**src/rtl/pll_rate_pkg.sv**
```systemverilog
package pll_rate_pkg;
  // Field placement inside the control words (bit positions are behaviour).
  localparam int M_LSB = 12;
  localparam int M_W   = 10;
  localparam int P_LSB = 4;
  localparam int P_W   = 6;
  localparam int S_LSB = 0;
  localparam int S_W   = 3;
  localparam int K_W   = 16;   // fraction width, also the fixed-point scale shift

  typedef struct packed {
    logic [M_W-1:0] mult;
    logic [P_W-1:0] prediv;
    logic [S_W-1:0] postsh;
    logic [K_W-1:0] frac;
  } pll_fields_t;
endpackage

```
**src/rtl/pll_rate_decode.sv**
```systemverilog
module pll_rate_decode
  import pll_rate_pkg::*;
#(
  parameter int CW     = 32,
  parameter int FIN_W  = 32,
  parameter int RATE_W = 64
) (
  input  logic [CW-1:0]     div_word_i,
  input  logic [CW-1:0]     frac_word_i,
  input  logic [FIN_W-1:0]  fref_i,
  input  logic              frac_mode_i,
  output logic [RATE_W-1:0] num_o,
  output logic [RATE_W-1:0] den_o,
  output logic              p_zero_o
);
  localparam int COEF_W = M_W + K_W + 1;

  pll_fields_t              fld;
  logic [COEF_W-1:0]        coef;
  logic [COEF_W-2:0]        coef_pos;
  logic [COEF_W-2:0]        mult_sel;
  logic [RATE_W-1:0]        den_base;
  logic                     unused_bits;

  always_comb begin
    fld.mult   = div_word_i[M_LSB +: M_W];
    fld.prediv = div_word_i[P_LSB +: P_W];
    fld.postsh = div_word_i[S_LSB +: S_W];
    fld.frac   = frac_word_i[K_W-1:0];

    // M*65536 + sign-extended K, evaluated as two's complement
    coef = {1'b0, fld.mult, {K_W{1'b0}}}
         + {{(COEF_W-K_W){fld.frac[K_W-1]}}, fld.frac};
    coef_pos = coef[COEF_W-1] ? '0 : coef[COEF_W-2:0];

    mult_sel = frac_mode_i ? coef_pos : (COEF_W-1)'(fld.mult);
    num_o    = RATE_W'(fref_i) * RATE_W'(mult_sel);

    den_base = frac_mode_i ? (RATE_W'(fld.prediv) << K_W) : RATE_W'(fld.prediv);
    den_o    = den_base << fld.postsh;
    p_zero_o = (fld.prediv == '0);
  end

  assign unused_bits = ^{div_word_i[CW-1:M_LSB+M_W], div_word_i[M_LSB-1:P_LSB+P_W],
                         div_word_i[P_LSB-1:S_LSB+S_W], frac_word_i[CW-1:K_W]};
endmodule

```
**src/rtl/pll_rate_div.sv**
```systemverilog
module pll_rate_div #(
  parameter int W = 64
) (
  input  logic         clk,
  input  logic         rst_n,
  input  logic         load_i,
  input  logic [W-1:0] num_i,
  input  logic [W-1:0] den_i,
  output logic         busy_o,
  output logic         done_o,
  output logic [W-1:0] quot_o
);
  localparam int              CNT_W = $clog2(W);
  localparam logic [CNT_W-1:0] LAST = CNT_W'(W - 1);

  logic [W-1:0]     rem_q, rem_d;
  logic [W-1:0]     acc_q, acc_d;   // holds the dividend, then the quotient
  logic [W-1:0]     den_q, den_d;
  logic [CNT_W-1:0] cnt_q, cnt_d;
  logic             busy_q, busy_d;
  logic             done_q, done_d;
  logic             step_en;
  logic [W:0]       rem_sh;
  logic [W:0]       diff;
  logic             fits;

  assign step_en = load_i | busy_q;

  always_comb begin
    rem_sh = {rem_q, acc_q[W-1]};
    diff   = rem_sh - {1'b0, den_q};
    fits   = ~diff[W];
    rem_d  = rem_q;
    acc_d  = acc_q;
    den_d  = den_q;
    cnt_d  = cnt_q;
    busy_d = busy_q;
    done_d = 1'b0;
    if (busy_q) begin
      rem_d = fits ? diff[W-1:0] : rem_sh[W-1:0];
      acc_d = {acc_q[W-2:0], fits};
      cnt_d = cnt_q + 1'b1;
      if (cnt_q == LAST) begin
        busy_d = 1'b0;
        done_d = 1'b1;
      end
    end else if (load_i) begin
      rem_d  = '0;
      acc_d  = num_i;
      den_d  = den_i;
      cnt_d  = '0;
      busy_d = 1'b1;
    end
  end

  always_ff @(posedge clk or negedge rst_n) begin
    if (!rst_n) begin
      rem_q  <= '0;
      acc_q  <= '0;
      den_q  <= '0;
      cnt_q  <= '0;
      busy_q <= 1'b0;
      done_q <= 1'b0;
    end else begin
      if (step_en) begin
        rem_q  <= rem_d;
        acc_q  <= acc_d;
        den_q  <= den_d;
        cnt_q  <= cnt_d;
        busy_q <= busy_d;
      end
      done_q <= done_d;
    end
  end

  assign busy_o = busy_q;
  assign done_o = done_q;
  assign quot_o = acc_q;

  // each busy cycle advances the step counter by one
  p_step_r6: assert property (@(posedge clk) disable iff (!rst_n)
    (busy_q && cnt_q != LAST) |=> (busy_q && cnt_q == $past(cnt_q) + 1'b1));
  // the final step ends the run with a done strobe
  p_finish_r6: assert property (@(posedge clk) disable iff (!rst_n)
    (busy_q && cnt_q == LAST) |=> (!busy_q && done_q));
  // done lasts exactly one cycle
  p_done_one_r6: assert property (@(posedge clk) disable iff (!rst_n)
    done_q |=> !done_q);
endmodule

```
**src/rtl/pll_rate_calc.sv**
```systemverilog
module pll_rate_calc #(
  parameter int CW     = 32,
  parameter int FIN_W  = 32,
  parameter int RATE_W = 64
) (
  input  logic              clk,
  input  logic              rst_n,
  input  logic              start_i,
  input  logic              frac_mode_i,
  input  logic [CW-1:0]     div_word_i,
  input  logic [CW-1:0]     frac_word_i,
  input  logic [FIN_W-1:0]  fref_i,
  output logic              busy_o,
  output logic              done_o,
  output logic              err_o,
  output logic [RATE_W-1:0] rate_o
);
  logic [RATE_W-1:0] num;
  logic [RATE_W-1:0] den;
  logic [RATE_W-1:0] quot;
  logic              p_zero;
  logic              div_busy;
  logic              div_done;
  logic              start_ok;
  logic              go;
  logic              err_q, err_d;
  logic              edone_q, edone_d;

  pll_rate_decode #(.CW(CW), .FIN_W(FIN_W), .RATE_W(RATE_W)) u_decode (
    .div_word_i  (div_word_i),
    .frac_word_i (frac_word_i),
    .fref_i      (fref_i),
    .frac_mode_i (frac_mode_i),
    .num_o       (num),
    .den_o       (den),
    .p_zero_o    (p_zero)
  );

  pll_rate_div #(.W(RATE_W)) u_div (
    .clk    (clk),
    .rst_n  (rst_n),
    .load_i (go),
    .num_i  (num),
    .den_i  (den),
    .busy_o (div_busy),
    .done_o (div_done),
    .quot_o (quot)
  );

  always_comb begin
    start_ok = start_i & ~div_busy;
    go       = start_ok & ~p_zero;
    err_d    = start_ok ? p_zero : err_q;
    edone_d  = start_ok & p_zero;
  end

  always_ff @(posedge clk or negedge rst_n) begin
    if (!rst_n) begin
      err_q   <= 1'b0;
      edone_q <= 1'b0;
    end else begin
      if (start_ok) err_q <= err_d;
      edone_q <= edone_d;
    end
  end

  assign busy_o = div_busy;
  assign done_o = div_done | edone_q;
  assign err_o  = err_q;
  assign rate_o = err_q ? '0 : quot;

  // zero pre-divider answers in the next cycle with error and zero rate
  p_pzero_r5: assert property (@(posedge clk) disable iff (!rst_n)
    (start_ok && p_zero) |=> (done_o && err_o && rate_o == '0));
  // no start can raise the error flag during a division
  p_busy_noerr_r7: assert property (@(posedge clk) disable iff (!rst_n)
    busy_o |=> !err_o);
  // done and busy are never high together
  p_done_idle_r8: assert property (@(posedge clk) disable iff (!rst_n)
    done_o |-> !busy_o);
  // idle without start holds the result
  p_hold_r9: assert property (@(posedge clk) disable iff (!rst_n)
    (!busy_o && !start_i) |=> ($stable(rate_o) && $stable(err_o)));
endmodule

```
**config.mk**
```make
export PLATFORM = sky130hd
export DESIGN_NAME = pll_rate_calc
export DESIGN_NICKNAME = d
export VERILOG_FILES = /design/src/rtl/pll_rate_pkg.sv /design/src/rtl/pll_rate_decode.sv /design/src/rtl/pll_rate_div.sv /design/src/rtl/pll_rate_calc.sv
export SDC_FILE = /design/constraint.sdc
export NUM_CORES = 2
export LEC_CHECK = 0
export BUFFER_PORTS_ARGS = -buffer_cell sky130_fd_sc_hd__buf_2
export CAP_MARGIN = 0
export CORE_AREA = 2 2 310 312
export DETAILED_ROUTE_END_ITERATION = 8
export DIE_AREA = 0 0 312 314
export PLACE_DENSITY = 0.63
export SKIP_CTS_REPAIR_TIMING = 1
export SYNTH_ARGS = -nofsm -noshare
export SYNTH_HDL_FRONTEND = slang
export SYNTH_SLANG_ARGS = --single-unit
```
**constraint.sdc**
```tcl
create_clock -name clk -period 4.2 [get_ports clk]
set_input_delay 0.42 -clock clk [delete_from_list [all_inputs] [get_ports clk]]
set_output_delay 0.42 -clock clk [all_outputs]
set_load 0.1 [all_outputs]
```
==> key figures <==
Outcome
  – Status: finished, violations left
  – Failing checks: negative setup slack

Critical path
  – Reg2reg setup slack: 0.32 ns
  – Crit-path max FO: 7
  – Crit-path max cell delay: 0.60 ns
  – Data arrival, critical path: 9.22 ns
  – Crit Path Class: in -> reg
  – Worst setup path startpoint: frac_word_i[15]
  – CP required: 4.51 ns
  – Crit start category: input pin
  – Slowest CP cell: fa_2
  – Reg-to-reg critical path endpoint: u_div.rem_q[54]$_DFFE_PN0P_
  – Crit-path most repeated cell: fa_1
  – Worst r2r src: u_div.quot_o[63]$_DFFE_PN0P_
  – Reg2Reg Depth: 12
  – CP endpoint kind: flop

STA
  – Worst Clk Skew: 0.009682 ns
  – Worst Tran Pin Value: 0.9135 ns
  – Peak Freq: 112.3 MHz
  – Final hold vios: 0
  – Minimum clock period: 8.908 ns
  – Final hold slack: 0.07005 ns
  – Final Max Slew Viols: 0
  – Max-slew headroom: 39.10%
  – Unrepaired setup endpoints after global routing: true
  – Final setup vio count: 56
  – Fin crit share: 212.1%
  – Fin worst setup slack: -4.708 ns

Global route
  – Number of global-route vias before repair: 32355
  – Initial antenna violation count: 8
  – Largest net degree at the start of global routing: 95
  – Global-route usage over all layers: 23.25%
  – First-pass GRT wire length: 180300 um
  – Gr ovfl total: 0

Layout
  – Layout cells sized above 1: 21.48%
  – Seq. cell area: 0.004109 mm2
  – Multi-input combinational cell area: 0.03110 mm2
  – Nets: 5800
  – Filler cells: 8967
  – Post-route cell area: 0.04598 mm2
  – Area delta synth->final: 22.14%

Synthesis
  – Compound-cell area share of the yosys netlist: 9.483%
  – Main combinational cell family by area after synthesis: adder cells
  – Post-synthesis xor/xnor area fraction: 1.861%
  – Multiplexer share of the synthesized area: 0.7445%
  – Adder-cell share of the synthesized area: 46.10%
  – EDFF count, synth: 0
  – Post-synthesis cell type count: 82
  – Mean post-synth cell area: 8.714 um2
  – Mapped Area: 0.03764 mm2
  – Async SR Flop Fraction: 100.0%
  – Synth Area in Simple Gates: 20.04%
  – Cells after Synth: 4320
  – Sequential element share of the synthesized area: 10.90%
  – Yosys reg bits: 164
  – Syn_nets: 5375
  – Primary FF master, synth: dfrtp_1
  – Ys Warns: 0

Floorplan
  – Die Width: 312 um
  – Initial core utilization: 39.86%
  – Area of the die: 0.09797 mm2
  – Row Count: 113
  – Die height: 314 um
  – IO Pins: 167
  – CORE AREA: 0.09445 mm2

CTS
  – Clock root buffer: clkbuf_16
  – Clk slew on worst S/H paths: 0.07 ns
  – Inserted Clock Buffers: 17
  – # H-tree levels: 4
  – Sink Count: 164
  – CTS tree: built
  – Bufs on Longest Clock Path: 2
  – Clock latency on the worst-skew pair: 0.44 ns

Worst hold path
  – Hold Crit Class: in -> async

Detailed routing
  – Pre-antenna DRT Iters: 5
  – Vias per cell: 5.272
  – Final ANT Viol Nets: 0
  – Via count: 31756
  – Routed WL: 116500 um
  – DR iter-0 viols: 2651
  – Detailed-route wire length per cell: 19.34 um
  – DRC errors left: 0

Flow run
  – Max Cap Viol: 0

Placement
  – Port-buffer cells: 137
  – Gpl congestion: 0.9442
  – Placement Cell Area: 0.04390 mm2
  – DP HPWL: 94440 um
## Yosys cell counts (9+ instances only)
| cell | number | area [um2] |
|---|---|---|
| a22oi_1 | 39 | 292.8 |
| nor2b_1 | 263 | 1645 |
| nor4_1 | 14 | 87.58 |
| xor2_1 | 28 | 245.2 |
| o31ai_1 | 12 | 90.09 |
| nand2_1 | 556 | 2087 |
| fa_1 | 720 | 14410 |
| buf_1 | 9 | 33.78 |
| mux2i_1 | 19 | 190.2 |
| or3_1 | 13 | 81.33 |
| a21oi_1 | 113 | 565.5 |
| and3_1 | 158 | 988.5 |
| inv_1 | 819 | 3074 |
| nand4_1 | 37 | 231.5 |
| nor2_1 | 91 | 341.6 |
| clkbuf_1 | 240 | 900.9 |
| a21boi_0 | 10 | 75.07 |
| dfrtp_1 | 164 | 4104 |
| nand3_1 | 73 | 365.4 |
| nand2b_1 | 30 | 187.7 |
| o221ai_1 | 13 | 113.9 |
| nor3_1 | 51 | 255.2 |
| a31oi_1 | 23 | 143.9 |
| a211oi_1 | 9 | 67.56 |
| and2_1 | 133 | 832.1 |
| xnor2_1 | 52 | 455.4 |
| o22ai_1 | 24 | 150.1 |
| o21a_1 | 16 | 120.1 |
| o211ai_1 | 27 | 202.7 |
| ha_1 | 235 | 2940 |
| o21bai_1 | 15 | 112.6 |
| a32oi_1 | 9 | 78.83 |
| o21ai_0 | 131 | 655.6 |
| a21o_1 | 48 | 360.4 |
## sequential cells by signal, indices dropped and copies added (netlist names)
name	flops
u_div.quot_o	64
u_div.rem_q	64
u_div.den_q	26
u_div.cnt_q	6
edone_q	1
err_o	1
u_div.busy_o	1
u_div.done_o	1
## critical path: cells and delay by family
family,cells,cell delay (ns)
adders and majority gates,11,4.65
AOI/OAI and AO/OA,12,1.67
buffers and inverters,13,1.36
and+or+nand+nor,8,0.93
xor gates and xnor gates,1,0.15
## worst max path at each step
| stage | to | slack (ns) | cells after the start |
|---|---|---|---|
| floorplan | u_div.quot_o[54]$_DFFE_PN0P_ | -4.44 | 41 |
| global placement | u_div.quot_o[53]$_DFFE_PN0P_ | -5.46 | 40 |
| detailed placement | u_div.quot_o[55]$_DFFE_PN0P_ | -5.48 | 40 |
| CTS | u_div.quot_o[53]$_DFFE_PN0P_ | -5.04 | 40 |
| global route | u_div.quot_o[53]$_DFFE_PN0P_ | -5.09 | 45 |
| finish | u_div.quot_o[49]$_DFFE_PN0P_ | -4.71 | 45 |
## cell type report
class,count,area share [%]
inverters,819,6.686
flip-flops and latches,164,8.937
diodes,1,0.005442
repair buffers,665,11.95
multi-input cells,3078,67.63
clock inverters,11,0.2993
well taps,1265,3.442
clock buffers,21,1.045
## cell families after synthesis
logic type | after synthesis
buffers and inverters | 1078
multiplexers | 27
adder cells (fa/ha/maj) | 955
flip-flops | 164
AND/OR/NAND/NOR | 1466
AO/OA/AOI/OAI | 550
XOR/XNOR | 80
## through the flow
stage	setup TNS (ns)	utilization, %	instances	worst slack [ns]
2_1_floorplan	-196.71	-	4320	-4.445
3_3_place_gp	-258.07	46.48	5943	-5.460
3_5_place_dp	-260.16	46.48	5943	-5.479
4_1_cts	-235.28	47.13	5975	-5.043
5_1_grt	-233.14	48.68	6023	-5.090
6_report	-214.81	48.68	6024	-4.708
## cell usage in the layout (no fill, tap or decap), types with 23 or more instances in the layout
cell type,n
inv_1,790
fa_1,688
nand2_1,523
buf_4,449
nor2b_1,237
ha_1,195
dfrtp_1,162
and3_1,155
buf_2,134
and2_1,128
o21ai_0,93
nor2_1,82
a21oi_1,75
nand3_1,69
buf_12,51
a21o_1,48
xnor2_1,46
nor3_1,39
a22oi_1,38
nand4_1,37
ha_4,36
fa_2,32
nand2b_1,29
inv_2,29
o21ai_1,27
o211ai_1,27
a21oi_2,26
nand2_2,24
xor2_1,23
o22ai_1,23
## layer usage
metal  share of wire, %  global-route usage [%]  up-vias
met5              0.046                       0        -
met4                2.9                   5.540        8
met3                7.1                   3.043      186
met2                 47                   38.55     1086
met1                 43                   32.41    16107
li1                   -                       -    14369
Power is left out: the tool's default activity adds up to more than one toggle a clock period on the data nets, which glitch-free logic cannot reach.
